## config.mk

```make
export PLATFORM = sky130hd
export DESIGN_NAME = ea_unit
export DESIGN_NICKNAME = d
export VERILOG_FILES = /design/src/rtl/ea_pkg.sv /design/src/rtl/ea_offset_gen.sv /design/src/rtl/ea_addr_calc.sv /design/src/rtl/ea_load_fmt.sv /design/src/rtl/ea_unit.sv
export SDC_FILE = /design/constraint.sdc
export NUM_CORES = 1
export LEC_CHECK = 0
export BUFFER_PORTS_ARGS = -buffer_cell sky130_fd_sc_hd__buf_2
export CAP_MARGIN = 20
export CORE_ASPECT_RATIO = 1.2
export CORE_MARGIN = 5
export CORE_UTILIZATION = 50
export DETAILED_ROUTE_END_ITERATION = 7
export PLACE_DENSITY = 0.76
export SYNTH_ARGS = -nofsm -noshare
export SYNTH_HDL_FRONTEND = slang
export SYNTH_HIERARCHICAL = 1
export SYNTH_SLANG_ARGS = --single-unit
export TNS_END_PERCENT = 30
```

## constraint.sdc

```tcl
create_clock -name clk -period 4.8 [get_ports clk]
set_clock_uncertainty 0.1 [all_clocks]
set_input_delay 0.48 -clock clk [delete_from_list [all_inputs] [get_ports clk]]
set_output_delay 0.48 -clock clk [all_outputs]
set_load 0.02 [all_outputs]
```

## src/rtl/ea_pkg.sv

```systemverilog
package ea_pkg;
  typedef enum logic [1:0] {
    IDX_PRE    = 2'd0,
    IDX_PRE_WB = 2'd1,
    IDX_POST   = 2'd2,
    IDX_RSVD   = 2'd3
  } idx_mode_e;

  typedef enum logic {
    SH_LEFT  = 1'b0,
    SH_RIGHT = 1'b1
  } shift_dir_e;
endpackage

```

## src/rtl/ea_offset_gen.sv

```systemverilog
module ea_offset_gen #(
  parameter int W     = 32,
  parameter int IMM_W = 12,
  parameter int SH_W  = 5
) (
  input  logic [W-1:0]     reg_off,
  input  logic [IMM_W-1:0] imm,
  input  logic             use_reg,
  input  ea_pkg::shift_dir_e dir,
  input  logic [SH_W-1:0]  amt,
  output logic [W-1:0]     magnitude
);
  // logarithmic shifter: stage i moves by 2**i when amt[i] is set
  logic [W-1:0] stage [SH_W+1];

  assign stage[0] = reg_off;

  for (genvar i = 0; i < SH_W; i++) begin : g_stage
    always_comb begin
      if (!amt[i]) begin
        stage[i+1] = stage[i];
      end else if (dir == ea_pkg::SH_LEFT) begin
        stage[i+1] = stage[i] << (2**i);
      end else begin
        stage[i+1] = stage[i] >> (2**i);
      end
    end
  end

  always_comb begin
    if (use_reg) begin
      magnitude = stage[SH_W];
    end else begin
      magnitude = {{(W-IMM_W){1'b0}}, imm};
    end
  end
endmodule

```

## src/rtl/ea_addr_calc.sv

```systemverilog
module ea_addr_calc #(
  parameter int W        = 32,
  parameter int PC_AHEAD = 8,
  parameter int LANE_W   = 2
) (
  input  logic [W-1:0]      base_val,
  input  logic [W-1:0]      inst_addr,
  input  logic              pc_rel,
  input  ea_pkg::idx_mode_e mode,
  input  logic [W-1:0]      magnitude,
  input  logic              neg,
  input  logic              word,
  output logic [W-1:0]      ea,
  output logic [W-1:0]      wb_val,
  output logic              wb_req,
  output logic              fault
);
  logic [W-1:0] eff_base;
  logic [W-1:0] sum;

  always_comb begin
    eff_base = pc_rel ? (inst_addr + W'(PC_AHEAD)) : base_val;
    sum      = neg ? (eff_base - magnitude) : (eff_base + magnitude);
    wb_val   = sum;
    if (!pc_rel && mode == ea_pkg::IDX_POST) begin
      ea = base_val;
    end else begin
      ea = sum;
    end
    fault  = word && (ea[LANE_W-1:0] != '0);
    wb_req = !pc_rel && !fault &&
             (mode == ea_pkg::IDX_PRE_WB || mode == ea_pkg::IDX_POST);
  end
endmodule

```

## src/rtl/ea_load_fmt.sv

```systemverilog
module ea_load_fmt #(
  parameter int W      = 32,
  parameter int LANE_W = 2
) (
  input  logic [W-1:0]      raw,
  input  logic [LANE_W-1:0] lane_addr,
  input  logic              big_endian,
  input  logic              word,
  output logic [W-1:0]      result
);
  localparam int LANES = W / 8;

  logic [7:0]        lane [LANES];
  logic [LANE_W-1:0] pick;

  for (genvar k = 0; k < LANES; k++) begin : g_lane
    assign lane[k] = raw[8*k +: 8];
  end

  always_comb begin
    pick = big_endian ? LANE_W'(LANES - 1 - int'(lane_addr)) : lane_addr;
    if (word) begin
      result = raw;
    end else begin
      result = {{(W-8){1'b0}}, lane[pick]};
    end
  end
endmodule

```

## src/rtl/ea_unit.sv

```systemverilog
module ea_unit #(
  parameter int W        = 32,
  parameter int IMM_W    = 12,
  parameter int SH_W     = 5,
  parameter int PC_AHEAD = 8
) (
  input  logic             clk,
  input  logic             rst_n,
  input  logic             req_valid,
  input  logic [W-1:0]     base_val,
  input  logic [W-1:0]     inst_addr,
  input  logic             pc_rel,
  input  logic [1:0]       idx_mode,
  input  logic             off_is_reg,
  input  logic [IMM_W-1:0] off_imm,
  input  logic [W-1:0]     off_reg,
  input  logic             off_neg,
  input  logic             shift_dir,
  input  logic [SH_W-1:0]  shift_amt,
  input  logic             size_word,
  input  logic             big_endian,
  input  logic [W-1:0]     load_word,
  output logic             rsp_valid,
  output logic [W-1:0]     eff_addr,
  output logic [W-1:0]     wb_value,
  output logic             wb_en,
  output logic             align_fault,
  output logic [W-1:0]     load_result
);
  import ea_pkg::*;

  localparam int LANE_W = $clog2(W / 8);

  idx_mode_e    mode;
  logic [W-1:0] magnitude;
  logic [W-1:0] ea_d, wbv_d;
  logic         wbreq_d, fault_d;

  // registered state and its next values
  logic         vld_q, vld_d;
  logic [W-1:0] ea_q, ea_n, wbv_q, wbv_n;
  logic         wbe_q, wbe_n, flt_q, flt_n;
  logic         word_q, word_n, be_q, be_n;

  assign mode = idx_mode_e'(idx_mode);

  ea_offset_gen #(.W(W), .IMM_W(IMM_W), .SH_W(SH_W)) u_off (
    .reg_off   (off_reg),
    .imm       (off_imm),
    .use_reg   (off_is_reg && !pc_rel),
    .dir       (shift_dir_e'(shift_dir)),
    .amt       (shift_amt),
    .magnitude (magnitude)
  );

  ea_addr_calc #(.W(W), .PC_AHEAD(PC_AHEAD), .LANE_W(LANE_W)) u_calc (
    .base_val  (base_val),
    .inst_addr (inst_addr),
    .pc_rel    (pc_rel),
    .mode      (mode),
    .magnitude (magnitude),
    .neg       (off_neg),
    .word      (size_word),
    .ea        (ea_d),
    .wb_val    (wbv_d),
    .wb_req    (wbreq_d),
    .fault     (fault_d)
  );

  always_comb begin
    vld_d  = req_valid;
    wbe_n  = req_valid && wbreq_d;
    flt_n  = req_valid && fault_d;
    ea_n   = ea_q;
    wbv_n  = wbv_q;
    word_n = word_q;
    be_n   = be_q;
    if (req_valid) begin
      ea_n   = ea_d;
      wbv_n  = wbv_d;
      word_n = size_word;
      be_n   = big_endian;
    end
  end

  always_ff @(posedge clk or negedge rst_n) begin
    if (!rst_n) begin
      vld_q  <= 1'b0;
      ea_q   <= '0;
      wbv_q  <= '0;
      wbe_q  <= 1'b0;
      flt_q  <= 1'b0;
      word_q <= 1'b0;
      be_q   <= 1'b0;
    end else begin
      vld_q  <= vld_d;
      ea_q   <= ea_n;
      wbv_q  <= wbv_n;
      wbe_q  <= wbe_n;
      flt_q  <= flt_n;
      word_q <= word_n;
      be_q   <= be_n;
    end
  end

  ea_load_fmt #(.W(W), .LANE_W(LANE_W)) u_fmt (
    .raw        (load_word),
    .lane_addr  (ea_q[LANE_W-1:0]),
    .big_endian (be_q),
    .word       (word_q),
    .result     (load_result)
  );

  assign rsp_valid   = vld_q;
  assign eff_addr    = ea_q;
  assign wb_value    = wbv_q;
  assign wb_en       = wbe_q;
  assign align_fault = flt_q;

  assert_fault_blocks_wb_R7: assert property (@(posedge clk) disable iff (!rst_n)
    !(wb_en && align_fault));

  assert_idle_quiet_R9: assert property (@(posedge clk) disable iff (!rst_n)
    !rsp_valid |-> (!wb_en && !align_fault));

  assert_pre_no_wb_R1: assert property (@(posedge clk) disable iff (!rst_n)
    (req_valid && idx_mode == 2'd0) |=> !wb_en);

  assert_post_base_R3: assert property (@(posedge clk) disable iff (!rst_n)
    (req_valid && !pc_rel && idx_mode == 2'd2) |=> (eff_addr == $past(base_val)));

  assert_prewb_match_R2: assert property (@(posedge clk) disable iff (!rst_n)
    (req_valid && !pc_rel && idx_mode == 2'd1) |=> (wb_value == eff_addr));

  assert_pcrel_no_wb_R6: assert property (@(posedge clk) disable iff (!rst_n)
    (req_valid && pc_rel) |=> !wb_en);

  assert_word_passthru_R8: assert property (@(posedge clk) disable iff (!rst_n)
    (rsp_valid && word_q) |-> (load_result == load_word));
endmodule

```

==> metrics.yaml <==
setup_path:
  crit_path_end_kind: "register"
  critical_path_buf_inv_count: 9
  worst_path_most_repeated_cell: "buf_4"
  worstPathArrival_ns: 6.06
  slowest_stage: "o211ai_1"
  crit_fanout: 4
  critPathTopFamily: "compound AO/OA/AOI/OAI gates"
  required_ns: 4.92
  path_class: "in2reg"
  cp_slowest_stage_delay_ns: 0.78
  cp-start-kind: "primary input"
final_layout:
  nets: 2328
  area_growth_pct: 61.2
  stdcell_count: 2416
  final_common_cell: "buf_4"
  layout-drive-gt1-share: 0.521
  layout_common_cells: "479 x buf_4, 250 x buf_2, 151 x nor2_1"
  fillers: 1297
placement:
  io_buffers: 254
  gp_congestion: 1.04
  dp.cells: 2334
  hpwlAfterDp_um: 44300
floorplanning:
  start_util: 0.510
  dieArea_um2: 25300
  num_rows: 59
  io_pins: 255
  fp.dieW_um: 146
  core_area_um2: 21800
  die_height_um: 173
grt:
  grt_max_degree: 70
  grt_pass1_wl_um: 86100
  grt_overflow: 0
  grt_usage: 0.425
  grt_pass1_vias: 15700
  antenna_found_initial: 2
timing:
  drv_slew: 0
  postLayoutSetupSlackWorst_ns: -1.15
  setup_violations: 53
  tns_ns: -39.31
  rsz0062_at_grt: "true"
  fmax_mhz: 168
  timing.final.crit_share: 1.24
  hold_violations: 0
  min_period_ns: 5.95
  worst_slew_pin_slew_ns: 1.05
  relSlewSlack: 0.300
synth:
  syn-num-nets: 1651
  synthFlopType: "dfrtp_1"
  yosys_warnings: 6
  avgSynthCellArea_um2: 7.61
  synth_cell_types: 82
  ys_seq_area_frac: 0.155
  synth_top_area_frac: 0.155
  syn_inst: 1460
  synthesis.area_um2: 11100
  async_reset_ff_frac: 1.00
  synth_edf_count: 0
  yosysTopAreaCell: "dfrtp_1"
  yosys_register_bits: 69
  synthTopCellsByArea: "dfrtp_1 16%, mux2_2 7.8%, mux2i_1 7.1%"
job:
  max-cap-violations: 0
routing:
  totalWireLength_um: 64900
  drt_first_pass_iters: 8
  ant_nets: 0
  drc_errors: 6
  first_iter_violations: 2320
  vias: 16600
  via_per_inst: 6.88
  wire_per_inst_um: 26.9
power_and_ir_drop:
  peakVddDrop_uv: 206
  finalPower_mw: 5.33
  leakagePower_nw: 8.30
  powerDensity_nw_per_um2: 298
clock_tree:
  cts_made_buffers: 9
  cts_max_path_buffers: 2
  h-tree-depth: 3
  clk_pin_slew_ns: 0.06
  clock-sinks: 69
  clock-root-buffer: "clkbuf_16"
  clkLatencyLatePin_ns: 0.34
  tritoncts: "done"
run_status:
  status: "complete, but fails checks"
  violations: "design-rule violations, negative setup slack"
worst_hold_path:
  min_path_type: "in2async"
[cells by family after synthesis]
| group | Yosys count | synth area share |
|---|---|---|
| muxes | 181 | 0.186 |
| xor gates and xnor gates | 83 | 0.0667 |
| adders and majority gates | 35 | 0.0401 |
| AOI/OAI and AO/OA | 469 | 0.283 |
| DFF | 69 | 0.155 |
| buffers and inverters | 138 | 0.0623 |
| and+or+nand+nor | 485 | 0.206 |
[stage by stage]
stage | worst slack [ns] | util | hold slack (ns) | area, um2
6_report | -1.15 | 0.822 | 0.0754 | 17900
5_1_grt | -1.21 | 0.822 | 0.119 | 17900
4_1_cts | -0.583 | 0.786 | 0.0847 | 17100
3_5_place_dp | -1.27 | 0.723 | 0.392 | 15800
3_3_place_gp | -1.17 | 0.723 | 0.384 | 15800
2_1_floorplan | -0.516 | - | 0.0844 | 11300
[cell usage after synthesis (15+ instances only)]
library cell / count
nor2_1: 169
a21oi_1: 126
nand2_1: 121
mux2i_1: 79
o21ai_0: 78
mux2_2: 77
dfrtp_1: 69
clkbuf_1: 58
xnor2_1: 52
nor3_1: 40
and2_1: 34
ha_1: 34
a211oi_1: 32
inv_1: 32
xor2_1: 30
o22ai_1: 25
o211ai_1: 22
nand4_1: 21
and3_1: 19
buf_2: 18
mux2_4: 18
nand3_1: 18
a21o_1: 17
a22oi_1: 16
nand2b_1: 15
[final cells by class]
class | instances | area (um2) | area share
Tap cell | 274 | 343 | 0.0191
Inverter | 34 | 133 | 0.00741
Sequential cell | 69 | 1730 | 0.0964
Antenna cell | 1 | 2.50 | 0.000140
Timing Repair Buffer | 770 | 5500 | 0.307
Clock inverter | 6 | 65.1 | 0.00363
Multi-Input combinational cell | 1253 | 9910 | 0.554
Clock buffer | 9 | 225 | 0.0126
[state kept, by name, indices dropped and copies added, names as in the netlist]
signal and flops:
align_fault 1, be_q 1, eff_addr 32, rsp_valid 1
wb_en 1, wb_value 32, word_q 1
[timing repair]
item,CTS,global route
buffers inserted,40,23
pin swaps,97,92
resized for setup,161,124
setup endpoints to repair,50,53
hold buffers,0,0
hold endpoints to repair,0,0
cloned,3,2
[per-layer routing]
| metal | GRT usage | vias to the layer above | share of wire |
|---|---|---|---|
| li1 | - | 6837 | - |
| met5 | 0 | - | 0 |
| met1 | 0.421 | 7559 | 0.31 |
| met3 | 0.0717 | 658 | 0.10 |
| met4 | 0.378 | 0 | 0.14 |
| met2 | 0.758 | 1568 | 0.45 |
[worst paths after layout]
path                                               from                        to  slack, ns  cells past startpoint
worst max-delay path                          shift_dir  eff_addr[19]$_DFFE_PN0P_      -1.15                     27
worst min-delay path                              rst_n  eff_addr[28]$_DFFE_PN0P_       0.08                      1
worst max register to register       word_q$_DFFE_PN0P_        word_q$_DFFE_PN0P_       3.35                      1
worst min register to register  wb_value[2]$_DFFE_PN0P_   wb_value[2]$_DFFE_PN0P_       0.40                      1
max in group asynchronous                         rst_n   wb_value[8]$_DFFE_PN0P_       3.47                      2
min in group clk                             big_endian          be_q$_DFFE_PN0P_       0.30                      2
[where the power goes]
part,internal (mW),switching [mW]
clock,0.399,0.274
combinational,1.61,2.06
sequential,0.819,0.173
total,2.83,2.50
No activity file was read; power rests on OpenSTA's default activity.
